===== config.mk =====
export PLATFORM = sky130hd
export DESIGN_NAME = time_event_unit
export DESIGN_NICKNAME = d
export VERILOG_FILES = /design/src/rtl/tev_pkg.sv /design/src/rtl/tev_cmp.sv /design/src/rtl/tev_pps.sv /design/src/rtl/time_event_unit.sv
export SDC_FILE = /design/constraint.sdc
export NUM_CORES = 1
export LEC_CHECK = 0
export CORE_AREA = 2 2 132 166
export DETAILED_ROUTE_END_ITERATION = 10
export DIE_AREA = 0 0 134 168
export DONT_BUFFER_PORTS = 1
export GPL_ROUTABILITY_DRIVEN = 1
export SETUP_SLACK_MARGIN = 0.1
export SYNTH_ARGS = -nofsm -noshare
export SYNTH_HDL_FRONTEND = slang
export SYNTH_SLANG_ARGS = --single-unit

===== constraint.sdc =====
create_clock -name clk -period 2.29 [get_ports clk]
set_clock_uncertainty 0.1 [all_clocks]
set_input_delay 0.3435 -clock clk [delete_from_list [all_inputs] [get_ports clk]]
set_output_delay 0.3435 -clock clk [all_outputs]
set_load 0.03 [all_outputs]

===== src/rtl/tev_pkg.sv =====
package tev_pkg;
    localparam int ADDR_W      = 3;
    localparam logic [ADDR_W-1:0] A_TGT_SEC = 3'd0;
    localparam logic [ADDR_W-1:0] A_TGT_SUB = 3'd1;
    localparam logic [ADDR_W-1:0] A_CTRL    = 3'd2;
    localparam logic [ADDR_W-1:0] A_STATUS  = 3'd3;
    localparam logic [ADDR_W-1:0] A_PPS     = 3'd4;
    localparam int CTRL_ARM_BIT = 0;
    localparam int CTRL_IEN_BIT = 1;
endpackage


===== src/rtl/tev_cmp.sv =====
module tev_cmp #(
    parameter int SEC_W = 32,
    parameter int SUB_W = 31
) (
    input  logic [SEC_W-1:0] now_sec,
    input  logic [SUB_W-1:0] now_sub,
    input  logic [SEC_W-1:0] tgt_sec,
    input  logic [SUB_W-1:0] tgt_sub,
    output logic             at_or_past
);
    localparam int T_W = SEC_W + SUB_W;
    logic [T_W-1:0] now_t;
    logic [T_W-1:0] tgt_t;

    always_comb begin
        now_t      = {now_sec, now_sub};
        tgt_t      = {tgt_sec, tgt_sub};
        at_or_past = (now_t >= tgt_t);
    end
endmodule


===== src/rtl/tev_pps.sv =====
module tev_pps #(
    parameter int SEC_W  = 32,
    parameter int SUB_W  = 31,
    parameter int FREQ_W = 5
) (
    input  logic              clk,
    input  logic              rst_n,
    input  logic [SEC_W-1:0]  sec,
    input  logic [SUB_W-1:0]  sub,
    input  logic [FREQ_W-1:0] freq,
    output logic              pps
);
    typedef struct packed {
        logic [SEC_W-1:0] prev_sec;
        logic             seen;
        logic             out;
    } pps_st_t;

    pps_st_t st_d, st_q;
    logic [SUB_W-1:0] shifted;

    always_comb begin
        st_d          = st_q;
        shifted       = sub >> (SUB_W - 32'(freq));
        st_d.prev_sec = sec;
        st_d.seen     = 1'b1;
        if (freq == '0) begin
            st_d.out = st_q.seen && (sec != st_q.prev_sec);
        end else begin
            st_d.out = shifted[0];
        end
    end

    always_ff @(posedge clk) begin
        if (!rst_n) begin
            st_q <= '0;
        end else begin
            st_q <= st_d;
        end
    end

    assign pps = st_q.out;
endmodule


===== src/rtl/time_event_unit.sv =====
module time_event_unit #(
    parameter int SEC_W  = 32,
    parameter int SUB_W  = 31,
    parameter int FREQ_W = 5,
    parameter int DATA_W = 32
) (
    input  logic                       clk,
    input  logic                       rst_n,
    input  logic [SEC_W-1:0]           sys_sec,
    input  logic [SUB_W-1:0]           sys_subsec,
    input  logic                       reg_wr,
    input  logic                       reg_rd,
    input  logic [tev_pkg::ADDR_W-1:0] reg_addr,
    input  logic [DATA_W-1:0]          reg_wdata,
    output logic [DATA_W-1:0]          reg_rdata,
    output logic                       irq,
    output logic                       pps_out
);
    import tev_pkg::*;

    typedef struct packed {
        logic [SEC_W-1:0]  tgt_sec;
        logic [SUB_W-1:0]  tgt_sub;
        logic              armed;
        logic              irq_en;
        logic              flag;
        logic [FREQ_W-1:0] freq;
    } ctl_st_t;

    ctl_st_t st_d, st_q;
    logic    reached;
    logic    hit;

    tev_cmp #(.SEC_W(SEC_W), .SUB_W(SUB_W)) u_cmp (
        .now_sec    (sys_sec),
        .now_sub    (sys_subsec),
        .tgt_sec    (st_q.tgt_sec),
        .tgt_sub    (st_q.tgt_sub),
        .at_or_past (reached)
    );

    tev_pps #(.SEC_W(SEC_W), .SUB_W(SUB_W), .FREQ_W(FREQ_W)) u_pps (
        .clk   (clk),
        .rst_n (rst_n),
        .sec   (sys_sec),
        .sub   (sys_subsec),
        .freq  (st_q.freq),
        .pps   (pps_out)
    );

    always_comb begin
        st_d = st_q;
        hit  = st_q.armed && reached;
        if (hit) begin
            st_d.armed = 1'b0;
            st_d.flag  = 1'b1;
        end else if (reg_rd && reg_addr == A_STATUS) begin
            st_d.flag = 1'b0;
        end
        if (reg_wr) begin
            case (reg_addr)
                A_TGT_SEC: st_d.tgt_sec = reg_wdata[SEC_W-1:0];
                A_TGT_SUB: st_d.tgt_sub = reg_wdata[SUB_W-1:0];
                A_CTRL: begin
                    st_d.armed  = reg_wdata[CTRL_ARM_BIT];
                    st_d.irq_en = reg_wdata[CTRL_IEN_BIT];
                end
                A_PPS:     st_d.freq = reg_wdata[FREQ_W-1:0];
                default: ;
            endcase
        end
    end

    always_ff @(posedge clk) begin
        if (!rst_n) begin
            st_q <= '0;
        end else begin
            st_q <= st_d;
        end
    end

    always_comb begin
        reg_rdata = '0;
        case (reg_addr)
            A_TGT_SEC: reg_rdata[SEC_W-1:0] = st_q.tgt_sec;
            A_TGT_SUB: reg_rdata[SUB_W-1:0] = st_q.tgt_sub;
            A_CTRL: begin
                reg_rdata[CTRL_ARM_BIT] = st_q.armed;
                reg_rdata[CTRL_IEN_BIT] = st_q.irq_en;
            end
            A_STATUS:  reg_rdata[0] = st_q.flag;
            A_PPS:     reg_rdata[FREQ_W-1:0] = st_q.freq;
            default: ;
        endcase
    end

    assign irq = st_q.flag & st_q.irq_en;
endmodule


== Word-level counts from Yosys, hierarchy flattened ==
Cells that the tools add are included.
Storage, ports and cells
  logic and storage cells: 40
  register bits after elaboration: 105
Cells by class
  add/subtract/negate cells: 1
  magnitude comparators: 1
  shift-type cells: 1
  bitwise logic cells: 1
  multiplexer cells: 12
  reductions and logical operators: 10
  eq/ne operators: 5
Operators by type and width (number)
  greater-or-equal comparator 63 bit: 1
  one-hot mux 26 bit (2 select lines): 1
  inequality test 32 bit: 1
  right shift 31 x 32 -> 1 bit: 1
  one-hot mux 3 bit (3 select lines): 1
  AND reduction 2 bit: 4
  equality test 3 x 2 -> 1 bit, second input constant: 2
  two-way mux 2 bit: 3
  subtractor 5 x 5 -> 6 bit, first input constant: 1
  zero test 5 bit: 1
  two-way mux 1 bit: 5
  one-hot mux 1 bit (5 select lines): 1
  one-hot mux 1 bit (4 select lines): 1
  equality test 3 x 1 -> 1 bit, second input constant: 1
  equality test 3 bit, second input constant: 1
  logical AND 1 bit: 3
  zero test 3 bit: 1
  nonzero test 2 bit: 1
  bitwise AND 1 bit: 1

== Longest topological paths before layout ==
Gate-level depths: netlist of run 1.
  depth after elaboration: 5
  mapped depth: 8
  mapped depth without buffers: 8

== Hierarchy ==
Synthesis of run 1 repeated with hierarchy kept, for this count alone.
Second synthesis, totals
  cell total of the unflattened synthesis: 724
  area, all modules: 6259.8 um2
Modules (own cells, without submodules)
  time_event_unit: times used 1, cells each 364, area each 3155.5 um2
  tev_cmp: times used 1, cells each 227, area each 1575.3 um2
  tev_pps: times used 1, cells each 133, area each 1529.0 um2

== Worst setup path before layout of run 1 ==
Ideal clock, no wire load.
  path type: reg-to-reg
  start: register st_q[53] (netlist name)
  end: register st_q[7] (netlist name)
  cell stages (with the launch flop): 9
  data arrival time: 1839 ps
  path slack: 234 ps
  data required time: 2074 ps
  setup time: 116 ps
  cells stage by stage: dfxtp_1 > inv_1 > ha_1 > nand4_1 > nor4_1 > and4_1 > a21boi_1 > a31oi_1 > a31o_2
Between the ends
  longest elaborated chain between the ends: 5
RTL lines
  from (decl): RTL line time_event_unit.sv:30  | ctl_st_t st_d, st_q;
  from (signal assigned): RTL line time_event_unit.sv:78  | st_q <= st_d;
  greater-or-equal comparator 63 bit (*): RTL line tev_cmp.sv:18  | at_or_past = (now_t >= tgt_t);
  logical AND 1 bit (*): RTL line time_event_unit.sv:53  | hit = st_q.armed && reached;
  two-way mux 1 bit (*): RTL line time_event_unit.sv:54  | if (hit) begin
  two-way mux 2 bit: RTL line time_event_unit.sv:61  | case (reg_addr)
  two-way mux 2 bit (*): RTL line time_event_unit.sv:60  | if (reg_wr) begin
Mark *: on every way between the ends. The rest lies on a longest branch, timed or not.
A chain may end at the register's enable or synchronous reset.

== Worst setup path after layout of run 1 ==
  start: register st_q[42] (netlist name)
  end: register st_q[7] (netlist name)
The elaborated chain is that of the path after synthesis.

==> qor.csv, run 1 <==
metric,value,unit
outcome,finished clean,
final_common_cell,nand2_1,
die_y,168,microns
critical_path_class,reg -> reg,
avgRoutedWirePerCell,18.7,microns
ys_top_cells_by_area,"dfxtp_1, ha_1, nand2_1, a21boi_0, xnor2_1",
reg2regPathDepth,9,
timing.final.crit_share,0.972,
r2r_slack,0.06,ns
design_area,0.00738,sq mm
hp-class,in -> reg,
cts_tree,done,
cp_slowest_cell,dfxtp_2,
synth_top_area_frac,0.340,
start_util,0.293,
drt_iter0_drc,280,
power_density,545,mW/mm^2
seq_power_share,0.478,
grt_use_total,0.168,
syn_inst,728,
async_flop_share,0,
slew_violations,0,
cts_buffers,9,
synth-compound-area-share,0.179,
maxSlewHeadroom,0.680,
clkPwrFrac,0.409,
dpl.hpwl,15200,microns
areaGrowthSynthToFinish,19.5,%
synth_xor_area_frac,0.0454,
worst_pin_slew,0.476,ns
worstPathArrival,2.37,ns
clock-sinks,105,
cap_violations,0,
clkLatencyLatePin,0.35,ns
ys_types,49,
grt_overflow,0,
worstHoldEndpoint,u_pps.st_q[31],
finalSetupViolCount,0,
swShare,0.251,
grt_pass1_vias,4963,
antenna_left,0,
antenna_cells,0,
drc,0,
synth_seq_cells,105,
mostFrequentLayoutCells,"nand2_1, dfxtp_1, a21boi_0",
worst_slack,0.0643,ns
synth_edf_count,0,
path_buf_inv,2,
gp_congestion,0.834,
fp.dieArea,0.0225,sq mm
finalPower,4030,uW
min_from,sys_sec[29],
yosysTopAreaCell,dfxtp_1,
clk_pin_slew_worst_paths,0.08,ns
cp_cell_sequence,inv_1 -> ha_4 -> nand4_1 -> nor4_2 -> buf_4 -> and4_4 -> a21boi_4 -> a31oi_1 -> a31o_2,
worstSetupEndpointType,flop,
dp.cells,1007,
die_w,134,microns
synth_top_family_by_area,simple AND/OR/NAND/NOR gates,
grt_pass1_wl,29000,microns
reg2reg_from,st_q[42],
synthMuxAreaShare,0.0555,
place_area,0.00680,sq mm
portBuffers,0,
synthAdderAreaFrac,0.128,
netlist_area,0.00618,sq mm
ioPinCount,136,
p_leak,0.00256,uW
htree_levels,3,
path_delay_family,simple AND/OR/NAND/NOR gates,
p_comb_frac,0.113,
rsz0062_at_grt,yes,
yosysSeqAreaShare,0.340,
fin_nets,915,
vias_per_cell,4.92,
drive_above_1_share,0.151,
grt_max_degree,107,
max_freq,449,MHz
hold_viol_final,0,
root_buffer,clkbuf_16,
fin_cells,1034,
hold_depth,1,
required,2.44,ns
ys.flop_type,dfxtp_1,
coreArea,0.0211,sq mm
vias,5085,
path_max_fanout,3,
dp_slack,-0.0711,ns
drt_first_pass_iters,4,
ir_drop,0.333,mV
clock_tree.buffer_depth,2,
rows,60,
p_int,3020,uW
regToRegEndpoint,st_q[7],
crit_path_start_kind,flop,
p_sw,1010,uW
routed_wl,19300,microns
syn_area_per_cell,8.49,sq um
period_minus_slack,2.23,ns
syn_nets,893,
yosysWarnings,0,
max_stage_delay,0.35,ns
synth-simple-area-share,0.188,
antenna_found_initial,0,
cell families (layout without fill, tap and decap cells):
family,Yosys count,count (layout)
simple gates,248,248
xor+xnor,32,32
fa+ha+maj,63,63
mux,21,21
buf+inv,102,129
compound gates,157,157
flops,105,105
cell usage after synthesis (4+ instances only):
| master | n |
|---|---|
| nand2_1 | 146 |
| dfxtp_1 | 105 |
| inv_1 | 66 |
| a21boi_0 | 63 |
| ha_1 | 63 |
| and2_1 | 35 |
| a21oi_1 | 32 |
| xnor2_1 | 32 |
| a22o_1 | 26 |
| clkbuf_1 | 26 |
| nand4_1 | 21 |
| nor2_1 | 14 |
| mux2i_1 | 11 |
| nor2b_1 | 11 |
| o21ai_0 | 10 |
| buf_2 | 6 |
| nor4_1 | 6 |
| mux4_1 | 5 |
| a21o_1 | 4 |
| a31oi_1 | 4 |
| mux4_2 | 4 |
| nand3_1 | 4 |
sequential cells by signal (all words and copies together), names as in the netlist:
register / count
st_q: 71
u_pps.pps: 1
u_pps.st_q: 33
final cells by class:
class,instances,area [sq um]
clock buffer,10,239
clock inverter,6,73.8
fill,2133,13700
inverter,66,248
multi-input combinational,521,3840
sequential,105,2130
tap,279,349
timing repair buffer,47,497
routing by layer:
layer  vias to the layer above  GRT usage  wire (microns)
li1                       2528          -               -
met1                      2395      0.192            7620
met2                       135      0.293            9680
met3                        27     0.0509            1450
met4                         0     0.0671             538
met5                         -          0               0
power groups by stage:
stage | sequential [uW] | combinational (uW) | clock, uW
after floorplan | 1950 | 350 | 0
after global placement | 1960 | 425 | 0
after detailed placement | 1970 | 432 | 0
after CTS | 1920 | 442 | 1670
after global routing | 1930 | 514 | 1740
final | 1920 | 456 | 1650
what timing repair did:
action | 4_1_cts | 5_1_grt
pin swaps | 5 | 10
hold buffers | 1 | 0
endpoints found under the setup margin | 3 | 3
endpoints found under the hold margin | 1 | 0
resized for setup | 15 | 31
setup buffers | 2 | 8
worst reg2reg max path: stages, from the launching register on:
cell and delay (ns):
dfxtp_2 0.35, inv_1 0.07, ha_4 0.28, nand4_1 0.11, nor4_2 0.32, buf_4 0.17, and4_4 0.23, a21boi_4 0.18
a31oi_1 0.06, a31o_2 0.25
worst max-delay path by stage:
stage / end / startpoint / cells past startpoint
final: st_q[7] / st_q[42] / 9
after global placement: st_q[7] / st_q[44] / 9
after detailed placement: st_q[7] / st_q[52] / 9
after global routing: st_q[7] / st_q[33] / 9
after floorplan: st_q[7] / st_q[53] / 8
after CTS: st_q[7] / st_q[65] / 9
metrics by stage:
step	utilization	TNS (ns)	hold WS (ns)
global route	0.350	-0.0156	0.000855
global placement	0.322	-0.00352	0.285
floorplan	-	0	0.271
detailed placement	0.322	-0.0711	0.284
finish	0.350	0	0.00686
CTS	0.340	0	0.00246
Note: power is estimated with default switching activity, not from simulation.
==> run 2, diff against run 1 <==
Clock period 2.29 ns to 2 ns, I/O delays scaled along.
==> qor.csv, run 2 (synthesis results as in run 1) <==
metric,value,unit,change
required,2.14,ns,-0.30 ns
power_density,564,mW/mm^2,+3.4%
maxSlewHeadroom,0.417,,-0.263
ioPinCount,136,,unchanged
p_leak,0.00305,uW,+19%
die_w,134,microns,unchanged
hold_depth,1,,unchanged
root_buffer,clkbuf_16,,
drt_first_pass_iters,4,,unchanged
fin_nets,1032,,+13%
hold_viol_final,0,,unchanged
reg2regPathDepth,9,,unchanged
reg2reg_from,st_q[50],,
worst_slack,-0.275,ns,-0.339 ns
max_freq,440,MHz,-2.2%
clock_tree.buffer_depth,2,,unchanged
timing.final.crit_share,1.14,,+0.166
avgRoutedWirePerCell,18.4,microns,-1.2%
start_util,0.293,,unchanged
gp_congestion,0.842,,+1.0%
cap_violations,0,,unchanged
worstHoldEndpoint,st_q[56],,
fill_cells,2123,,-0.47%
cts_tree,done,,
largest_reg_flops,71,,unchanged
worstSetupEndpointType,flop,,
areaGrowthSynthToFinish,35.0,%,
regToRegEndpoint,st_q[7],,
antenna_found_initial,1,,+1
dp_slack,-0.347,ns,-0.276 ns
area.sequential,0.00213,sq mm,-0.12%
grt_use_total,0.187,,+0.0185
antenna_left,0,,unchanged
clk_pin_slew_worst_paths,0.07,ns,about the same
grt_pass1_wl,32100,microns,+11%
worstPathArrival,2.42,ns,+0.05 ns
die_y,168,microns,unchanged
largest-register,st_q,,
clock-sinks,105,,unchanged
dpl.hpwl,15600,microns,+2.5%
slew_violations,0,,unchanged
vias,5532,,+8.8%
rsz0062_at_grt,yes,,
fp.dieArea,0.0225,sq mm,unchanged
drive_above_1_share,0.200,,+0.0485
worst_pin_slew,0.872,ns,+0.397 ns
violations,setup timing,,
mostFrequentLayoutCells,"nand2_1, buf_4, dfxtp_1",,
max_stage_delay,0.38,ns,+0.03 ns
drt_iter0_drc,357,,+28%
dp.cells,1060,,+5.3%
finalSetupViolCount,2,,+2
routed_wl,21200,microns,+10%
cp_cell_sequence,inv_2 -> ha_4 -> nand4_1 -> nor4_2 -> buf_4 -> and4_4 -> a21boi_4 -> a31oi_1 -> a31o_2,,
final_common_cell,nand2_1,,
cp_slowest_cell,nor4_2,,
ir_drop,0.367,mV,+10%
critical_path_class,reg -> reg,,
multiInputGateArea,0.00389,sq mm,+1.2%
crit_path_start_kind,flop,,
outcome,"complete, but fails checks",,
period_minus_slack,2.28,ns,+0.0493 ns
setup_tns,-0.433,ns,-0.433 ns
coreArea,0.0211,sq mm,unchanged
cts_buffers,9,,unchanged
fin_cells,1152,,+11%
portBuffers,0,,unchanged
r2r_slack,-0.28,ns,-0.34 ns
rows,60,,unchanged
vias_per_cell,4.80,,-2.4%
grt_pass1_vias,5573,,+12%
clkLatencyLatePin,0.35,ns,about the same
min_from,rst_n,,
drc,0,,unchanged
grt_overflow,0,,unchanged
htree_levels,3,,unchanged
path_max_fanout,2,,-1
hp-class,in -> reg,,
grt_max_degree,75,,-30%
-- run 2: changes by cell type in the layout (fill, tap and decap cells not counted), sizes merged --
cell         delta
buf            +51
bufinv          -1
clkbuf          -1
clkinv          -1
clkinvlp        +2
diode           +1
dlygate4sd3    +66
inv             +1
-- run 2: worst max path at each step --
stage,start,end,slack [ns],cells after the start
floorplan,st_q[49],st_q[7],0.05,8
global placement,st_q[44],st_q[7],-0.32,9
detailed placement,st_q[44],st_q[7],-0.35,9
CTS,st_q[64],st_q[7],-0.26,9
global route,st_q[69],st_q[7],-0.34,9
finish,st_q[50],st_q[7],-0.28,9
-- run 2: cell type report --
type / instances / area share
diodes: 1 / 0.000300
inverters: 66 / 0.0297
clock buffers: 9 / 0.0270
clock inverters: 7 / 0.00705
well taps: 279 / 0.0418
multi-input cells: 521 / 0.466
flip-flops and latches: 105 / 0.255
repair buffers: 164 / 0.172
-- run 2: worst max-delay path, delay by kind of cell, from the launching register on --
family	cells	cell delay [ns]
buffers and inverters	2	0.24
and+or+nand+nor	3	0.76
DFF	1	0.36
adders and majority gates	1	0.26
AOI/OAI and AO/OA	3	0.46
-- run 2: metal layers --
layer  part of all wire  global-route usage  up-vias
met5                  0                   0        -
met4              0.021              0.0606        0
met3              0.054              0.0443       29
met2               0.51               0.333      120
met1               0.42               0.220     2612
li1                   -                   -     2771
-- run 2: per-stage QoR --
step           cell area [sq um]  total power [uW]  hold WS [ns]  utilization
2_1_floorplan               6240              2650         0.228            -
3_3_place_gp                7140              2790         0.237        0.338
3_5_place_dp                7140              2800         0.241        0.338
4_1_cts                     8210              4720       0.00307        0.389
5_1_grt                     8340              4890       0.00532        0.395
6_report                    8340              4700        0.0142        0.395
-- run 2: timing repair --
action | in CTS | in global routing
hold endpoints to repair | 98 | 0
hold buffers | 68 | 0
pin swaps | 11 | 8
resized for setup | 24 | 20
endpoints found under the setup margin | 4 | 5
cloned | 0 | 0
buffers inserted | 2 | 5
-- run 2: where the power goes --
group | total, uW | switching, uW | internal, uW
clock network | 1760 | 890 | 867
logic | 748 | 339 | 410
registers | 2200 | 40.6 | 2160
total | 4700 | 1270 | 3430
==> run 3, diff against run 2 <==
Settings changed: CORE_AREA 2 2 132 166 to 2 2 109 137, DIE_AREA 0 0 134 168 to 0 0 111 139, SYNTH_HIERARCHICAL set to 1.
==> qor.csv, run 3 <==
metric,value,unit,change
synth-compound-area-share,0.176,,-0.00373
syn_inst,724,,-0.55%
avgRoutedWirePerCell,18.2,microns,-1.2%
hold_depth,1,,unchanged
fp.dieArea,0.0154,sq mm,-31%
max_freq,410,MHz,-6.6%
clock_tree.buffer_depth,2,,unchanged
fin_cells,1130,,-1.9%
die_y,139,microns,-17%
syn_nets,889,,-0.45%
period_minus_slack,2.44,ns,+0.162 ns
largest-register,st_q,,
whs,-0.00911,ns,-0.0233 ns
worst_pin_slew,0.411,ns,-0.462 ns
coreArea,0.0142,sq mm,-33%
die_w,111,microns,-17%
path_max_fanout,2,,unchanged
synth_edf_count,0,,unchanged
mostFrequentLayoutCells,"nand2_1, dlygate4sd3_1, buf_4",,
areaGrowthSynthToFinish,42.8,%,
fin_nets,1112,,+7.8%
ys_top_cells_by_area,"dfxtp_1, ha_1, nand2_1, xnor2_1, a21boi_1",,
ys_types,53,,+8.2%
ioPinCount,136,,unchanged
synth_top_area_frac,0.336,,-0.00442
netlist_area,0.00626,sq mm,+1.3%
cp_slowest_cell,or3b_1,,
antenna_found_initial,0,,-1
yosysTopAreaCell,dfxtp_1,,
vias,5956,,+7.7%
reg2reg_from,st_q[29],,
routed_wl,20600,microns,-3.0%
grt_max_degree,106,,+41%
ir_drop,0.447,mV,+22%
clock-sinks,105,,unchanged
p_leak,0.00360,uW,+18%
min_from,rst_n,,
drt_iter0_drc,285,,-20%
path_delay_family,compound AO/OA/AOI/OAI gates,,
regToRegEndpoint,st_q[7],,
gp_congestion,0.848,,+0.68%
syn_area_per_cell,8.65,sq um,+1.9%
maxSlewHeadroom,0.726,,+0.310
slew_violations,0,,unchanged
crit_path_start_kind,flop,,
finalSetupViolCount,3,,+1
portBuffers,0,,unchanged
outcome,"complete, but fails checks",,
r2r_slack,-0.44,ns,-0.16 ns
required,2.20,ns,+0.06 ns
ys.flop_type,dfxtp_1,,
cp_cell_sequence,inv_2 -> ha_4 -> a21o_1 -> a221o_1 -> a221oi_2 -> o211ai_1 -> a21oi_2 -> o21ai_2 -> or3b_1 -> a21boi_1,,
clk_pin_slew_worst_paths,0.07,ns,about the same
worstPathArrival,2.63,ns,+0.21 ns
cap_violations,0,,unchanged
finalPower,4900,uW,+4.1%
dp.cells,980,,-7.5%
antenna_left,0,,unchanged
grt_pass1_wl,31700,microns,-1.2%
antenna_cells,0,,-1
start_util,0.442,,+0.149
grt_overflow,0,,unchanged
htree_levels,3,,unchanged
met1_length,8660,microns,-1.7%
dpl.hpwl,14000,microns,-10%
drt_first_pass_iters,5,,+1
wl_met3,1040,microns,-9.2%
final_common_cell,nand2_1,,
worstSetupEndpointType,flop,,
worstHoldEndpoint,st_q[5],,
path_buf_inv,1,,-1
grt_pass1_vias,6203,,+11%
drive_above_1_share,0.179,,-0.0210
timing.final.crit_share,1.22,,+0.0809
vias_per_cell,5.27,,+9.8%
synthMuxAreaShare,0.0540,,-0.00152
hp-class,in -> reg,,
max_stage_delay,0.36,ns,-0.02 ns
async_flop_share,0,,unchanged
cts_buffers,9,,unchanged
synth-simple-area-share,0.194,,+0.00616
yosysMostFrequentCell,nand2_1,,
drc,0,,unchanged
synth_top_family_by_area,simple AND/OR/NAND/NOR gates,,
synth.top_cells.by_count,"nand2_1, dfxtp_1, inv_1",,
reg2regPathDepth,10,,+1
rows,49,,-18%
dp_slack,-0.456,ns,-0.109 ns
synth_xor_area_frac,0.0448,,-0.000589
power_density,548,mW/mm^2,-2.8%
synth_seq_cells,105,,unchanged
yosysWarnings,6,,+6
worstSetupStartpoint,st_q[29],,
design_area,0.00894,sq mm,+7.1%
rsz0062_at_grt,yes,,
violations,"hold timing, setup timing",,
place_area,0.00720,sq mm,+0.84%
dr_wl_met2,10300,microns,-4.4%
hold_viol_final,1,,+1
worst_slack,-0.437,ns,-0.162 ns
synthAdderAreaFrac,0.126,,-0.00166
clkLatencyLatePin,0.36,ns,about the same
grt_use_total,0.263,,+0.0761
critical_path_class,reg -> reg,,
worst-path-stages,10,,+1
largest_reg_flops,71,,unchanged
cts_tree,done,,
yosysSeqAreaShare,0.336,,-0.00442
root_buffer,clkbuf_16,,
highest_layer,met4,,
## run 3: cell count changes in the layout (fill, tap and decap cells not counted), sizes merged, moves of 3 or more
cell	delta
dlygate4sd3	+64
buf	+19
inv	-5
nor2	-5
a21oi	-3
clkbuf	+3
nand2	+3
nand4	-3
nor4	-3
## run 3: worst max-delay path by stage
stage               to  slack (ns)
3_3_place_gp   st_q[7]       -0.41
5_1_grt        st_q[7]       -0.59
4_1_cts        st_q[7]       -0.41
3_5_place_dp   st_q[7]       -0.46
6_report       st_q[7]       -0.44
2_1_floorplan  st_q[7]       -0.24
## run 3: logic make-up after synthesis
| group | after synthesis |
|---|---|
| AO/OA/AOI/OAI | 153 |
| XOR/XNOR | 32 |
| adder cells (fa/ha/maj) | 63 |
| buffers and inverters | 100 |
| flip-flops | 105 |
| multiplexers | 22 |
| AND/OR/NAND/NOR | 249 |
## run 3: metrics by stage
step | TNS, ns | utilization
final | -0.808 | 0.631
after global routing | -1.11 | 0.631
after CTS | -0.758 | 0.628
after detailed placement | -1.01 | 0.508
after global placement | -0.919 | 0.508
after floorplan | -0.314 | -
## run 3: layer usage
layer,global-route usage,vias up
li1,-,2921
met1,0.317,2846
met2,0.454,158
met3,0.0538,31
met4,0.114,0
met5,0,-
## run 3: cell type report
| type | count | area, sq um |
|---|---|---|
| multi-input combinational | 519 | 3830 |
| fill | 1235 | 5230 |
| clock buffer | 12 | 267 |
| tap | 178 | 223 |
| timing repair buffer | 247 | 2210 |
| inverter | 65 | 244 |
| clock inverter | 4 | 50.0 |
| sequential | 105 | 2110 |
## run 3: worst register-to-register path, cell delays in order (launching register included)
cell and delay, ns:
dfxtp_2 0.34, inv_2 0.05, ha_4 0.24, a21o_1 0.16, a221o_1 0.35, a221oi_2 0.26
o211ai_1 0.13, a21oi_2 0.19, o21ai_2 0.08, or3b_1 0.36, a21boi_1 0.11
## run 3: report_power, final
group	total, uW	leakage [uW]	switching (uW)	internal, uW
Clock	1910	0.000151	838	1070
Sequential	2200	0.000861	40.8	2160
Combinational	789	0.00259	334	455
Total	4900	0.00360	1210	3680
## run 3: what timing repair did
| item | in CTS | in global routing |
|---|---|---|
| pin swaps | 5 | 4 |
| resized for setup | 16 | 6 |
| gates cloned | 0 | 0 |
| hold endpoints to repair | 103 | 1 |
| endpoints found under the setup margin | 5 | 4 |
| setup buffers | 2 | 1 |
| hold buffers | 130 | 1 |
